$ cat config.mk
export PLATFORM = sky130hd
export DESIGN_NAME = ctx_switch_reg
export DESIGN_NICKNAME = d
export VERILOG_FILES = /design/src/rtl/ctx_pkg.sv /design/src/rtl/ctx_ctrl.sv /design/src/rtl/ctx_dp.sv /design/src/rtl/ctx_switch_reg.sv
export SDC_FILE = /design/constraint.sdc
export NUM_CORES = 1
export LEC_CHECK = 0
export ABC_AREA = 0
export BUFFER_PORTS_ARGS = -buffer_cell sky130_fd_sc_hd__buf_2
export CAP_MARGIN = 40
export CORE_AREA = 2 2 104 106
export DETAILED_ROUTE_END_ITERATION = 7
export DIE_AREA = 0 0 106 108
export GPL_TIMING_DRIVEN = 0
export PLACE_DENSITY_LB_ADDON = 0.1
export SETUP_SLACK_MARGIN = 0.1
export SYNTH_ARGS = -nofsm -noshare
export SYNTH_HDL_FRONTEND = slang
export SYNTH_SLANG_ARGS = --single-unit
$ cat constraint.sdc
create_clock -name clk -period 4.1 [get_ports clk]
set_input_delay 0.41 -clock clk [delete_from_list [all_inputs] [get_ports clk]]
set_output_delay 0.41 -clock clk [all_outputs]
set_load 0.02 [all_outputs]
$ cat src/rtl/ctx_pkg.sv
package ctx_pkg;
  typedef enum logic [1:0] {ACT_KEEP, ACT_TGT, ACT_SAV, ACT_WR} actSel_e;

  typedef struct packed {
    actSel_e actSel;
    logic    savFromAct;
    logic    savFromWr;
    logic    raiseErr;
  } ctxStrb_t;
endpackage

$ cat src/rtl/ctx_ctrl.sv
module ctx_ctrl
  import ctx_pkg::*;
#(
  parameter int CTX_W   = 4,
  parameter int NUM_HDL = 4,
  parameter int ADDR_W  = 32
) (
  input  logic                            hdlEntry,
  input  logic [ADDR_W-1:0]               hdlAddr,
  input  logic [NUM_HDL-1:0][ADDR_W-1:0]  hdlAddrTab,
  input  logic [(1<<CTX_W)-1:0]           ctxValid,
  input  logic                            regWrEn,
  input  logic [CTX_W-1:0]                wrCtx,
  input  logic [CTX_W-1:0]                wrAct,
  input  logic [(1<<CTX_W)-1:0]           permMask,
  input  logic [CTX_W-1:0]                curAct,
  output ctxStrb_t                        strb,
  output logic [CTX_W-1:0]                tgtCtx
);
  localparam int IDX_W = (NUM_HDL > 1) ? $clog2(NUM_HDL) : 1;

  logic             hit;
  logic [IDX_W-1:0] hitIdx;

  // Scan from the top so the lowest matching slot is kept last
  always_comb begin
    hit    = 1'b0;
    hitIdx = '0;
    for (int i = NUM_HDL - 1; i >= 0; i--) begin
      if (hdlAddrTab[i] == hdlAddr) begin
        hit    = 1'b1;
        hitIdx = IDX_W'(i);
      end
    end
  end

  assign tgtCtx = CTX_W'(hitIdx);

  always_comb begin
    strb = '{actSel: ACT_KEEP, savFromAct: 1'b0, savFromWr: 1'b0, raiseErr: 1'b0};
    if (hdlEntry) begin
      if (!hit) begin
        strb.actSel = ACT_SAV;
      end else if (tgtCtx != curAct) begin
        if (ctxValid[curAct]) begin
          strb.raiseErr = 1'b1;
        end else begin
          strb.actSel     = ACT_TGT;
          strb.savFromAct = 1'b1;
        end
      end
    end else if (regWrEn) begin
      if (wrCtx == '0 || permMask[wrAct]) strb.actSel = ACT_WR;
      strb.savFromWr = (wrCtx == '0);
    end
  end
endmodule

$ cat src/rtl/ctx_dp.sv
module ctx_dp
  import ctx_pkg::*;
#(
  parameter int CTX_W   = 4,
  parameter int REG_W   = 32,
  parameter int SAV_LSB = 16
) (
  input  logic             clk,
  input  logic             rstN,
  input  ctxStrb_t         strb,
  input  logic [CTX_W-1:0] tgtCtx,
  input  logic [REG_W-1:0] regWrData,
  output logic [CTX_W-1:0] curAct,
  output logic [REG_W-1:0] rdData,
  output logic             busErr
);
  logic [CTX_W-1:0] actQ, savQ;
  logic             errQ;
  logic [CTX_W-1:0] wrAct, wrSav;

  assign wrAct = regWrData[CTX_W-1:0];
  assign wrSav = regWrData[SAV_LSB +: CTX_W];

  always_ff @(posedge clk) begin
    if (!rstN) begin
      actQ <= '0;
      savQ <= '0;
      errQ <= 1'b0;
    end else begin
      errQ <= strb.raiseErr;
      unique case (strb.actSel)
        ACT_TGT:  actQ <= tgtCtx;
        ACT_SAV:  actQ <= savQ;
        ACT_WR:   actQ <= wrAct;
        default:  actQ <= actQ;
      endcase
      if (strb.savFromAct)     savQ <= actQ;
      else if (strb.savFromWr) savQ <= wrSav;
    end
  end

  always_comb begin
    rdData                    = '0;
    rdData[CTX_W-1:0]         = actQ;
    rdData[SAV_LSB +: CTX_W]  = savQ;
  end

  assign curAct = actQ;
  assign busErr = errQ;
endmodule

$ cat src/rtl/ctx_switch_reg.sv
module ctx_switch_reg
  import ctx_pkg::*;
#(
  parameter int CTX_W   = 4,
  parameter int NUM_HDL = 4,
  parameter int ADDR_W  = 32,
  parameter int REG_W   = 32,
  parameter int SAV_LSB = 16
) (
  input  logic                           clk,
  input  logic                           rstN,
  input  logic                           regWrEn,
  input  logic [REG_W-1:0]               regWrData,
  input  logic [CTX_W-1:0]               wrCtx,
  input  logic [(1<<CTX_W)-1:0]          permMask,
  output logic [REG_W-1:0]               rdData,
  input  logic                           hdlEntry,
  input  logic [ADDR_W-1:0]              hdlAddr,
  input  logic [NUM_HDL-1:0][ADDR_W-1:0] hdlAddrTab,
  input  logic [(1<<CTX_W)-1:0]          ctxValid,
  output logic                           busErr
);
  ctxStrb_t         strb;
  logic [CTX_W-1:0] tgtCtx, curAct;

  ctx_ctrl #(.CTX_W(CTX_W), .NUM_HDL(NUM_HDL), .ADDR_W(ADDR_W)) uCtrl (
    .hdlEntry(hdlEntry), .hdlAddr(hdlAddr), .hdlAddrTab(hdlAddrTab),
    .ctxValid(ctxValid), .regWrEn(regWrEn), .wrCtx(wrCtx),
    .wrAct(regWrData[CTX_W-1:0]), .permMask(permMask), .curAct(curAct),
    .strb(strb), .tgtCtx(tgtCtx)
  );

  ctx_dp #(.CTX_W(CTX_W), .REG_W(REG_W), .SAV_LSB(SAV_LSB)) uDp (
    .clk(clk), .rstN(rstN), .strb(strb), .tgtCtx(tgtCtx),
    .regWrData(regWrData), .curAct(curAct), .rdData(rdData), .busErr(busErr)
  );
endmodule

==> results.md, run 1 <==
| Quantity | Reported |
|---|---|
| DPL Wire Length | 9110 um |
| Mean post-synth cell area | 8.76 um2 |
| Met1 GRT Util | 19.1% |
| Critical R2R Launch | uDp.curAct[2] |
| Total detailed-routing wirelength | 9990 um |
| Net switching power of the design | 198 uW |
| Multi-input gate area in the final layout | 2080 um2 |
| Reg-to-Reg End | uDp.curAct[0] |
| Synthesis-to-layout area growth | 58.0% |
| Overall die height | 108 um |
| CP required | 4.22 ns |
| Share of cell area taken by muxes after synthesis | 13.0% |
| Storage cell area | 180 um2 |
| Gates resized, CTS repair | 0 |
| Vias per Instance | 4.28 |
| Share of post-route cells with drive strength above 1 | 50.7% |
| Synth warnings | 0 |
| Clock period minus worst slack | 2.95 ns |
| Proportion of power drawn by combinational gates | 63.5% |
| Maximum Capacitance Violations | 0 |
| CP Data Arrival Time | 3.07 ns |
| Worst min path class | input port to flip-flop |
| Layer with the highest usage after global routing | met2 |
| Worst r2r path cells | 7 |
| Core Footprint | 10200 um2 |
| Antenna violations before repair | 1 |
| Sequential fraction of the synthesis area | 7.59% |
| Max Clk Rate | 339 MHz |
| Post-CTS Setup Inserts | 0 |
| Final weighted congestion in routability-driven placement | 0.841 |
| Wire length of the first global-routing pass | 15200 um |
| Filler cells | 1127 |
| Number of DRC violations after detailed routing | 0 |
| Post-synthesis register bit count | 9 |
| Clock share of power | 19.2% |
| Average routed wire per standard cell | 15.4 um |
| Buffer type at the clock tree root | sky130_fd_sc_hd__clkbuf_8 |
| Final core utilization | 36.7% |
| Post-route fraction of the period consumed by the critical path | 71.9% |
| Nets | 746 |
| Power per Cell Area | 143 nW/um2 |
| Floorplan row count | 37 |
| First DRT Iteration DRCs | 68 |
| Setup violators final | 0 |
| Cell area after technology mapping | 2370 um2 |
| Worst setup path start | hdlAddr[15] |
| Starting density of the core | 23.2% |
| Count of pins over their slew limit | 0 |
| Destination of the critical timing path | uDp.curAct[0] |
| Largest net degree at the start of global routing | 11 |
| Die width | 106 um |
| Area share of fa/ha/maj cells after synthesis | 0% |
| Global-route total usage across every layer | 17.1% |
| Leak Pwr | 0.00181 uW |
| GR Layer Usage met3 | 5.00% |
| Most common library cell in the layout ignoring fill and taps | sky130_fd_sc_hd__buf_2 |
| Clock Pin Slew Worst Setup and Hold Paths | 0.04 ns |
| Flop pwr share | 17.4% |
| Met2 track demand over resource in global routing | 33.1% |
| Hold buffer count at CTS | 0 |
| H-tree depth | 1 |
| RSZ-0062 raised after global routing | no |
| Setup tns final | 0 ns |
| Worst max-slew margin expressed relative to the limit | 65.8% |
| ANT cells | 0 |
| Pin slew with the least headroom to its limit | 0.508 ns |
| Die area | 11400 um2 |
| Number of global-route vias before repair | 3002 |
| Clk buf depth | 2 |
| Share of the synthesized area in compound gates (AO/OA/AOI/OAI) | 5.64% |
| Setup skew after layout | 0.000284 ns |
| Pre-antenna DRT Iters | 4 |
| Number of unique standard cell types used by synthesis | 36 |
| Post-Syn Instances | 271 |
| Residual overflow from global routing | 0 |
| IO buf count | 215 |
| Register-to-Register Setup Slack | 1.47 ns |
| Synth Area in XOR/XNOR | 47.2% |
| Area share of and/or/nand/nor cells after synthesis | 17.8% |
| Boundary pin count | 265 |
| Largest fanout on the critical path | 8 |
| Int Power | 339 uW |
| Routed Antenna Nets | 0 |
| Status | finished, final reports clean |
| TritonCTS clock tree | built |
| Most frequent cells in the layout | 216 x sky130_fd_sc_hd__buf_2, 80 x sky130_fd_sc_hd__xor2_1, 48 x sky130_fd_sc_hd__xnor2_1 |
| Switching power share of the total | 36.9% |
| Clock latency reported for the late side of the worst-skew pair | 0.23 ns |
| Worst Setup Start Kind | input port |
| Start-to-end type of the worst setup path | input port to flip-flop |
| Clock sink total | 9 |
| Combinational family with the most area after synthesis | XOR/XNOR gates |
| Num CTS Buffers | 3 |
| Largest vdd supply drop | 0.0000771 V |
| Hold Vio Cnt, Final | 0 |
| Crit end category | flip-flop |
| Count of vias placed by the detailed router | 2779 |
==> registers in the layout, summed over array words and instances, names as in the netlist <==
signal,cells
uDp.busErr,1
uDp.curAct,4
uDp.savQ,4
==> cells in the mapped netlist <==
cell / instances / area share [%]
sky130_fd_sc_hd__conb_1: 1 / 0.16
sky130_fd_sc_hd__nand4_1: 18 / 4.7
sky130_fd_sc_hd__a21boi_1: 1 / 0.32
sky130_fd_sc_hd__or3_1: 3 / 0.79
sky130_fd_sc_hd__nor2_1: 5 / 0.79
sky130_fd_sc_hd__mux2i_1: 5 / 2.1
sky130_fd_sc_hd__o21a_1: 1 / 0.32
sky130_fd_sc_hd__o211ai_1: 1 / 0.32
sky130_fd_sc_hd__o21ai_1: 3 / 0.63
sky130_fd_sc_hd__a31oi_4: 1 / 0.90
sky130_fd_sc_hd__xnor2_1: 48 / 18
sky130_fd_sc_hd__buf_2: 1 / 0.21
sky130_fd_sc_hd__a22o_1: 2 / 0.74
sky130_fd_sc_hd__clkbuf_1: 2 / 0.32
sky130_fd_sc_hd__mux4_2: 10 / 9.5
sky130_fd_sc_hd__or2_1: 2 / 0.53
sky130_fd_sc_hd__nor4_1: 24 / 6.3
sky130_fd_sc_hd__a22oi_1: 1 / 0.32
sky130_fd_sc_hd__o211a_1: 1 / 0.42
sky130_fd_sc_hd__or3b_4: 1 / 0.47
sky130_fd_sc_hd__buf_4: 24 / 7.6
sky130_fd_sc_hd__and4_1: 2 / 0.74
sky130_fd_sc_hd__nand2_1: 7 / 1.1
sky130_fd_sc_hd__a21oi_1: 2 / 0.42
sky130_fd_sc_hd__o31ai_1: 1 / 0.32
sky130_fd_sc_hd__nand4b_1: 1 / 0.37
sky130_fd_sc_hd__a221oi_1: 1 / 0.37
sky130_fd_sc_hd__dfxtp_1: 9 / 7.6
sky130_fd_sc_hd__mux2_2: 3 / 1.4
sky130_fd_sc_hd__buf_6: 1 / 0.47
sky130_fd_sc_hd__nor2b_1: 5 / 1.3
sky130_fd_sc_hd__a211oi_1: 1 / 0.32
sky130_fd_sc_hd__xor2_1: 80 / 30
sky130_fd_sc_hd__and2_1: 1 / 0.26
sky130_fd_sc_hd__a31oi_1: 1 / 0.26
sky130_fd_sc_hd__or2_4: 1 / 0.37
==> kinds of logic after synthesis <==
logic type / count (synthesis)
DFF: 9
buffers and inverters: 28
AOI/OAI and AO/OA: 17
other: 1
xor gates and xnor gates: 128
muxes: 18
and+or+nand+nor: 70
==> power by group through the flow <==
stage               Combinational, uW  Sequential [uW]  Clock [uW]
floorplan                         176             96.9           0
global placement                  340             94.8           0
detailed placement                344             94.8           0
CTS                               346             93.2         106
global route                      375             93.4         109
finish                            341             93.3         103
==> area by class of cell <==
class | instances | share of cell area (%)
buffer | 28 | 5.44
clock buffer | 4 | 1.20
multi-input combinational | 257 | 55.4
sequential | 9 | 4.80
tap | 136 | 4.53
timing repair buffer | 215 | 28.7
==> worst max-delay path, cell delays in order <==
cell                       delay (ns)
sky130_fd_sc_hd__buf_2           0.15
sky130_fd_sc_hd__xnor2_1         0.20
sky130_fd_sc_hd__nand4_1         0.10
sky130_fd_sc_hd__nor4_1          0.46
sky130_fd_sc_hd__nand4_1         0.18
sky130_fd_sc_hd__a211oi_1        0.44
sky130_fd_sc_hd__mux2i_1         0.38
sky130_fd_sc_hd__a31oi_4         0.21
sky130_fd_sc_hd__or2_4           0.31
sky130_fd_sc_hd__o211a_1         0.21
==> metal layers <==
metal | vias up | wire length, um | share of wire (%)
met1 | 1223 | 3870 | 39
met4 | 2 | 79 | 0.79
met5 | - | 11 | 0.11
li1 | 1407 | - | -
met3 | 8 | 872 | 8.7
met2 | 139 | 5160 | 52
==> worst min path at each step <==
stage / start / to / slack [ns] / cells past startpoint
final: rstN / uDp.busErr / 0.46 / 3
after global routing: rstN / uDp.busErr / 0.47 / 3
after CTS: rstN / uDp.busErr / 0.46 / 3
after detailed placement: uDp.curAct[3] / uDp.curAct[3] / 0.55 / 2
after global placement: uDp.curAct[3] / uDp.curAct[3] / 0.55 / 2
after floorplan: rstN / uDp.busErr / 0.57 / 2
==> metrics by stage <==
| stage | total power [uW] | area, um2 | setup WS (ns) | hold WS (ns) | instances |
|---|---|---|---|---|---|
| final | 537 | 3750 | 1.15 | 0.461 | 649 |
| after detailed placement | 439 | 3710 | 0.820 | 0.552 | 645 |
| after global routing | 577 | 3750 | 0.708 | 0.474 | 649 |
| after CTS | 545 | 3750 | 1.05 | 0.461 | 649 |
| after floorplan | 273 | 2460 | 1.52 | 0.565 | 294 |
| after global placement | 434 | 3710 | 0.890 | 0.550 | 645 |
Power figures use the tool's default switching activity.
==> run 2: changes to the inputs <==
--- a/config.mk
+++ b/config.mk
@@ -8,9 +8,9 @@
 export ABC_AREA = 0
 export BUFFER_PORTS_ARGS = -buffer_cell sky130_fd_sc_hd__buf_2
 export CAP_MARGIN = 40
-export CORE_AREA = 2 2 104 106
+export CORE_AREA = 2 2 103 105
 export DETAILED_ROUTE_END_ITERATION = 7
-export DIE_AREA = 0 0 106 108
+export DIE_AREA = 0 0 105 107
 export GPL_TIMING_DRIVEN = 0
 export PLACE_DENSITY_LB_ADDON = 0.1
 export SETUP_SLACK_MARGIN = 0.1
==> constraint.sdc (replaced) <==
create_clock -name clk -period 2.38 [get_ports clk]
set_input_delay 0.238 -clock clk [delete_from_list [all_inputs] [get_ports clk]]
set_output_delay 0.238 -clock clk [all_outputs]
set_load 0.02 [all_outputs]
==> run 2 against run 1 <==
The flow now finishes with violations (setup timing). Wire length decreased by 1.1%. Design area increased by 4.7%. Global-route usage decreased by 0.43 points. Die area decreased by 1.9%. Largest power group unchanged. Highest routed layer is now met4.
==> results.md, run 2 (synthesis gave the netlist of run 1 again) <==
| Quantity | Reported | Delta |
|---|---|---|
| Final worst slack | -0.193 ns | -1.34 ns |
| Count of pins over their slew limit | 0 | unchanged |
| Stages on the worst setup path | 8 | -2 |
| Wire length of the first global-routing pass | 14600 um | -4.0% |
| Highest Signal Layer | met4 |  |
| Core Footprint | 10100 um2 | -1.4% |
| Number of global-route vias before repair | 2923 | -2.6% |
| Pin slew with the least headroom to its limit | 0.513 ns | +0.00512 ns |
| Floorplan row count | 37 | unchanged |
| Crit path buffers/inverters | 2 | +1 |
| DR WL met2 | 5060 um | -1.8% |
| Maximum Capacitance Violations | 0 | unchanged |
| Die width | 105 um | -0.94% |
| Leak Pwr | 0.00190 uW | +5.2% |
| Clock period minus worst slack | 2.57 ns |  |
| Largest vdd supply drop | 0.000145 V | +88% |
| ANT cells | 0 | unchanged |
| Clock Pin Slew Worst Setup and Hold Paths | 0.04 ns | about the same |
| Most numerous cell on the critical path | sky130_fd_sc_hd__mux4_2 |  |
| Most frequent cells in the layout | 208 x sky130_fd_sc_hd__buf_2, 80 x sky130_fd_sc_hd__xor2_1, 43 x sky130_fd_sc_hd__xnor2_1 |  |
| Status | complete, but fails checks |  |
| Post-route fraction of the period consumed by the critical path | 108% |  |
| Synthesis-to-layout area growth | 65.4% |  |
| Routed length on met3 | 731 um | -16% |
| Crit end category | flip-flop |  |
| Switching power share of the total | 36.7% | -0.14 points |
| RSZ-0062 raised after global routing | yes |  |
| Average routed wire per standard cell | 15.2 um | -1.4% |
| H-tree depth | 1 | unchanged |
| Slowest-stage cell, CP | sky130_fd_sc_hd__mux4_2 |  |
| Power per Cell Area | 243 nW/um2 | +70% |
| Clock latency reported for the late side of the worst-skew pair | 0.23 ns | about the same |
| Residual overflow from global routing | 0 | unchanged |
| Setup skew after layout | 0.00105 ns | +0.000770 ns |
| Count of vias placed by the detailed router | 2788 | +0.32% |
| Number of standard cells in the layout, taps in and fillers out | 651 | +0.31% |
| Hold buffer count at CTS | 0 | unchanged |
| Boundary pin count | 265 | unchanged |
| Worst Setup Start Kind | flip-flop |  |
| Detailed-route wire length on metal 1 | 3980 um | +3.0% |
| Flop pwr share | 16.8% | -0.6 points |
| Global-route total usage across every layer | 16.7% | -0.43 points |
| Number of DRC violations after detailed routing | 0 | unchanged |
| Most common library cell in the layout ignoring fill and taps | sky130_fd_sc_hd__buf_2 |  |
| Nets | 748 | +0.27% |
| Max Clk Rate | 389 MHz |  |
| Net switching power of the design | 351 uW | +77% |
| Category of cells accounting for the largest share of critical-path delay | multiplexers |  |
| Worst r2r path cells | 8 | +1 |
| Pre-antenna DRT Iters | 4 | unchanged |
| Buffer type at the clock tree root | sky130_fd_sc_hd__clkbuf_8 |  |
| Worst min path class | input port to flip-flop |  |
| Worst max-slew margin expressed relative to the limit | 65.5% | -0.34 points |
| Proportion of power drawn by combinational gates | 64.8% | +1.3 points |
| WHS Path Cells | 3 | unchanged |
| Die area | 11200 um2 | -1.9% |
| Post-Route Hold Slack | 0.302 ns | -0.159 ns |
| Total detailed-routing wirelength | 9870 um | -1.1% |
| Largest stage delay, worst path | 0.50 ns | +0.04 ns |
| Vias per Instance | 4.28 | about the same |
| DPL Wire Length | 9130 um | +0.20% |
| Placement Cell Area | 3720 um2 | +0.24% |
| Setup tns final | -1.28 ns | -1.28 ns |
| Starting density of the core | 23.5% | +0.32 points |
| Routed Antenna Nets | 0 | unchanged |
| Int Power | 604 uW | +78% |
| Clock share of power | 18.4% | -0.8 points |
| IO buf count | 215 | unchanged |
| Violated checks | setup timing |  |
| Hold Vio Cnt, Final | 0 | unchanged |
| Largest fanout on the critical path | 7 | -1 |
| CP Data Arrival Time | 2.70 ns | -0.37 ns |
| Setup violators final | 8 | +8 |
| Final core utilization | 38.9% | +2.3 points |
| Share of post-route cells with drive strength above 1 | 53.8% | +3.1 points |
| Clock sink total | 9 | unchanged |
| First DRT Iteration DRCs | 34 | -50% |
| CP cell instances | buf_8, mux4_2, mux4_2, or3b_4, a31oi_4, buf_4, or2_1, a21boi_1 |  |
| Overall die height | 107 um | -0.93% |
| Final weighted congestion in routability-driven placement | 0.846 | +0.69% |
| Inst Count DP | 645 | unchanged |
| Num CTS Buffers | 3 | unchanged |
| Clk buf depth | 2 | unchanged |
| Final standard cell area without fillers | 3930 um2 | +4.7% |
| Largest net degree at the start of global routing | 11 | unchanged |
| Start-to-end type of the worst setup path | flip-flop to flip-flop |  |
| TritonCTS clock tree | built |  |
| Antenna violations before repair | 0 | -1 |
| CP required | 2.50 ns | -1.72 ns |
-- run 2: repair_timing --
item,4_1_cts,5_1_grt
pin swaps,2,16
gates cloned,0,0
resized for setup,6,27
endpoints found under the setup margin,8,8
setup buffers,0,2
-- run 2: path summary, 6_finish.rpt --
kind	end	slack [ns]	start
min	uDp.busErr	0.30	rstN
max	uDp.savQ[0]	-0.19	uDp.curAct[0]
min reg2reg	uDp.curAct[3]	0.56	uDp.curAct[3]
max reg2reg	uDp.savQ[0]	-0.19	uDp.curAct[0]
-- run 2: final cells by class --
type	count	area, um2
repair buffers	217	1150
clock buffers	4	45.0
well taps	136	170
flip-flops and latches	9	184
fillers	1139	6160
plain buffers	28	209
multi-input cells	257	2170
-- run 2: layer usage --
metal | GRT usage [%] | up-vias
li1 | - | 1411
met1 | 19.8 | 1234
met2 | 31.2 | 135
met3 | 3.77 | 8
met4 | 2.00 | 0
met5 | 0 | -
-- run 2: metrics by stage --
stage	worst slack [ns]	power, uW
after global placement	-0.667	749
after detailed placement	-0.713	757
after floorplan	-0.0908	471
after global routing	-0.322	1020
final	-0.193	954
after CTS	-0.216	938
-- run 2: power groups by stage --
stage                     clock (uW)  combinational (uW)  sequential, uW
after floorplan                    0                 305             167
after global placement             0                 586             163
after detailed placement           0                 594             163
after CTS                        177                 600             161
after global routing             191                 674             161
final                            175                 618             160
-- run 2: tightest hold or removal path: cells and delay by family --
kind	cells	cell delay [ns]
buffers and inverters	1	0.11
AOI/OAI and AO/OA	1	0.05
and+or+nand+nor	1	0.09
==> run 3: changes to the inputs <==
--- a/config.mk
+++ b/config.mk
@@ -13,6 +13,7 @@
 export DIE_AREA = 0 0 105 107
 export GPL_TIMING_DRIVEN = 0
 export PLACE_DENSITY_LB_ADDON = 0.1
+export RECOVER_POWER = 50
 export SETUP_SLACK_MARGIN = 0.1
 export SYNTH_ARGS = -nofsm -noshare
 export SYNTH_HDL_FRONTEND = slang
==> run 3 against run 2 <==
The flow still finishes with violations (setup timing). Critical path depth did not move. Via count fell by 0.11%. Sequential cell count did not move. Utilization fell by 0.062 points. Sequential share of layout area barely moved. Cell count did not move. Clock skew barely moved. Setup slack barely moved. Combinational power barely moved. Clock power barely moved. Sequential power barely moved.
==> results.md, run 3 (synthesis gave the netlist of run 1 again) <==
| Quantity | Reported | Delta |
|---|---|---|
| Pre-antenna DRT Iters | 4 | unchanged |
| Final worst slack | -0.193 ns | +0.0000150 ns |
| Destination of the critical timing path | uDp.savQ[0] |  |
| Reg-to-Reg End | uDp.savQ[0] |  |
| Share of post-route cells with drive strength above 1 | 52.8% | -0.97 points |
| Register-to-Register Setup Slack | -0.19 ns | about the same |
| Pin slew with the least headroom to its limit | 0.513 ns | -0.0000000596 ns |
| Starting density of the core | 23.5% | unchanged |
| RSZ-0062 raised after global routing | yes |  |
| CP cell instances | buf_8, mux4_2, mux4_2, or3b_4, a31oi_4, buf_4, or2_1, a21boi_1 |  |
| TritonCTS clock tree | built |  |
| Largest vdd supply drop | 0.000145 V | unchanged |
| Count of vias placed by the detailed router | 2785 | -0.11% |
| Antenna violations before repair | 0 | unchanged |
| First DRT Iteration DRCs | 34 | unchanged |
| Total detailed-routing wirelength | 9870 um | unchanged |
| Start-to-end type of the worst setup path | flip-flop to flip-flop |  |
| Worst setup path start | uDp.curAct[0] |  |
| CP Data Arrival Time | 2.70 ns | about the same |
| Maximum Capacitance Violations | 0 | unchanged |
| Most frequent cells in the layout | 203 x sky130_fd_sc_hd__buf_2, 80 x sky130_fd_sc_hd__xor2_1, 43 x sky130_fd_sc_hd__xnor2_1 |  |
| Wire length of the first global-routing pass | 14600 um | unchanged |
| Leak Pwr | 0.00188 uW | -1.1% |
| Violated checks | setup timing |  |
| Crit path buffers/inverters | 2 | unchanged |
| Worst max-slew margin expressed relative to the limit | 65.5% | unchanged |
| Critical R2R Launch | uDp.curAct[0] |  |
| Setup violators final | 8 | unchanged |
| Power per Cell Area | 243 nW/um2 | about the same |
| ANT cells | 0 | unchanged |
| Overall die height | 107 um | unchanged |
| CP required | 2.50 ns | about the same |
| Number of global-route vias before repair | 2923 | unchanged |
| Core Footprint | 10100 um2 | unchanged |
| Worst r2r path cells | 8 | unchanged |
| Clock sink total | 9 | unchanged |
| Count of pins over their slew limit | 0 | unchanged |
| Num CTS Buffers | 3 | unchanged |
| Clock Pin Slew Worst Setup and Hold Paths | 0.04 ns | about the same |
| Boundary pin count | 265 | unchanged |
| Status | complete, but fails checks |  |
| Worst Setup Start Kind | flip-flop |  |
| Most numerous cell on the critical path | sky130_fd_sc_hd__mux4_2 |  |
| Final standard cell area without fillers | 3920 um2 | -0.16% |
| Hold buffer count at CTS | 0 | unchanged |
| Die area | 11200 um2 | unchanged |
| Setup tns final | -1.28 ns | -0.00203 ns |
| Setup skew after layout | 0.00105 ns | +0.000000240 ns |
| Slowest-stage cell, CP | sky130_fd_sc_hd__mux4_2 |  |
| Final core utilization | 38.9% | -0.062 points |
| Max Clk Rate | 389 MHz | about the same |
| Crit end category | flip-flop |  |
| Die width | 105 um | unchanged |
| Stages on the worst setup path | 8 | unchanged |
| Largest net degree at the start of global routing | 11 | unchanged |
| Synthesis-to-layout area growth | 65.2% |  |
| Category of cells accounting for the largest share of critical-path delay | multiplexers |  |
| Post-route fraction of the period consumed by the critical path | 108% | about the same |
| Clock latency reported for the late side of the worst-skew pair | 0.23 ns | about the same |
| Worst min path class | input port to flip-flop |  |
| Residual overflow from global routing | 0 | unchanged |
| Final weighted congestion in routability-driven placement | 0.846 | unchanged |
| Clk buf depth | 2 | unchanged |
| Global-route total usage across every layer | 16.7% | unchanged |
| Placement Cell Area | 3720 um2 | unchanged |
| Routed Antenna Nets | 0 | unchanged |
| Largest stage delay, worst path | 0.50 ns | about the same |
| IO buf count | 215 | unchanged |
| Vias per Instance | 4.28 | -0.11% |
| Number of DRC violations after detailed routing | 0 | unchanged |
| Average routed wire per standard cell | 15.2 um | unchanged |
| Nets | 748 | unchanged |
| Largest fanout on the critical path | 7 | unchanged |
| H-tree depth | 1 | unchanged |
| Most common library cell in the layout ignoring fill and taps | sky130_fd_sc_hd__buf_2 |  |
| Hold Vio Cnt, Final | 0 | unchanged |
| Floorplan row count | 37 | unchanged |
| Buffer type at the clock tree root | sky130_fd_sc_hd__clkbuf_8 |  |
| DPL Wire Length | 9130 um | unchanged |
| Clock period minus worst slack | 2.57 ns | -0.0000150 ns |
## run 3: what timing repair did
item	in CTS	in global routing
buffers inserted	0	2
setup endpoints to repair	8	8
gates resized for setup	6	27
gates cloned	0	0
pin swaps	2	16
## run 3: metrics by stage
| step | setup WS, ns | power, uW | std cells | hold slack [ns] |
|---|---|---|---|---|
| after CTS | -0.216 | 938 | 649 | 0.300 |
| after detailed placement | -0.713 | 757 | 645 | 0.535 |
| after global routing | -0.322 | 1020 | 651 | 0.325 |
| after floorplan | -0.0908 | 471 | 294 | 0.393 |
| after global placement | -0.667 | 749 | 645 | 0.536 |
| final | -0.193 | 954 | 651 | 0.302 |
## run 3: cell type report
type	instances	area, um2
timing repair buffer	217	1140
buffer	28	209
clock buffer	4	45.0
tap	136	170
sequential	9	184
multi-input combinational	257	2170
fill	1141	6170
## run 3: power breakdown
part	switching (uW)	internal [uW]	total, uW
clock	58.9	117	175
sequential	5.18	155	160
combinational	287	331	618
## run 3: per-layer routing
layer / share of wire [%] / wire length (um) / track usage [%]
met3: 7.4 / 732 / 3.77
met1: 40 / 3980 / 19.8
met2: 51 / 5060 / 31.2
met5: 0 / 0 / 0
met4: 0.98 / 97 / 2.00
## run 3: tightest hold or removal path: stages
cell	delay [ns]
sky130_fd_sc_hd__buf_2	0.11
sky130_fd_sc_hd__nand4b_1	0.09
sky130_fd_sc_hd__a31oi_1	0.05
## run 3: how the worst min path moves through the flow
| stage | from | endpoint | slack [ns] | cells after the start |
|---|---|---|---|---|
| after floorplan | rstN | uDp.busErr | 0.39 | 2 |
| after global placement | rstN | uDp.busErr | 0.54 | 3 |
| after detailed placement | rstN | uDp.busErr | 0.53 | 3 |
| after CTS | rstN | uDp.busErr | 0.30 | 3 |
| after global routing | rstN | uDp.busErr | 0.33 | 3 |
| final | rstN | uDp.busErr | 0.30 | 3 |
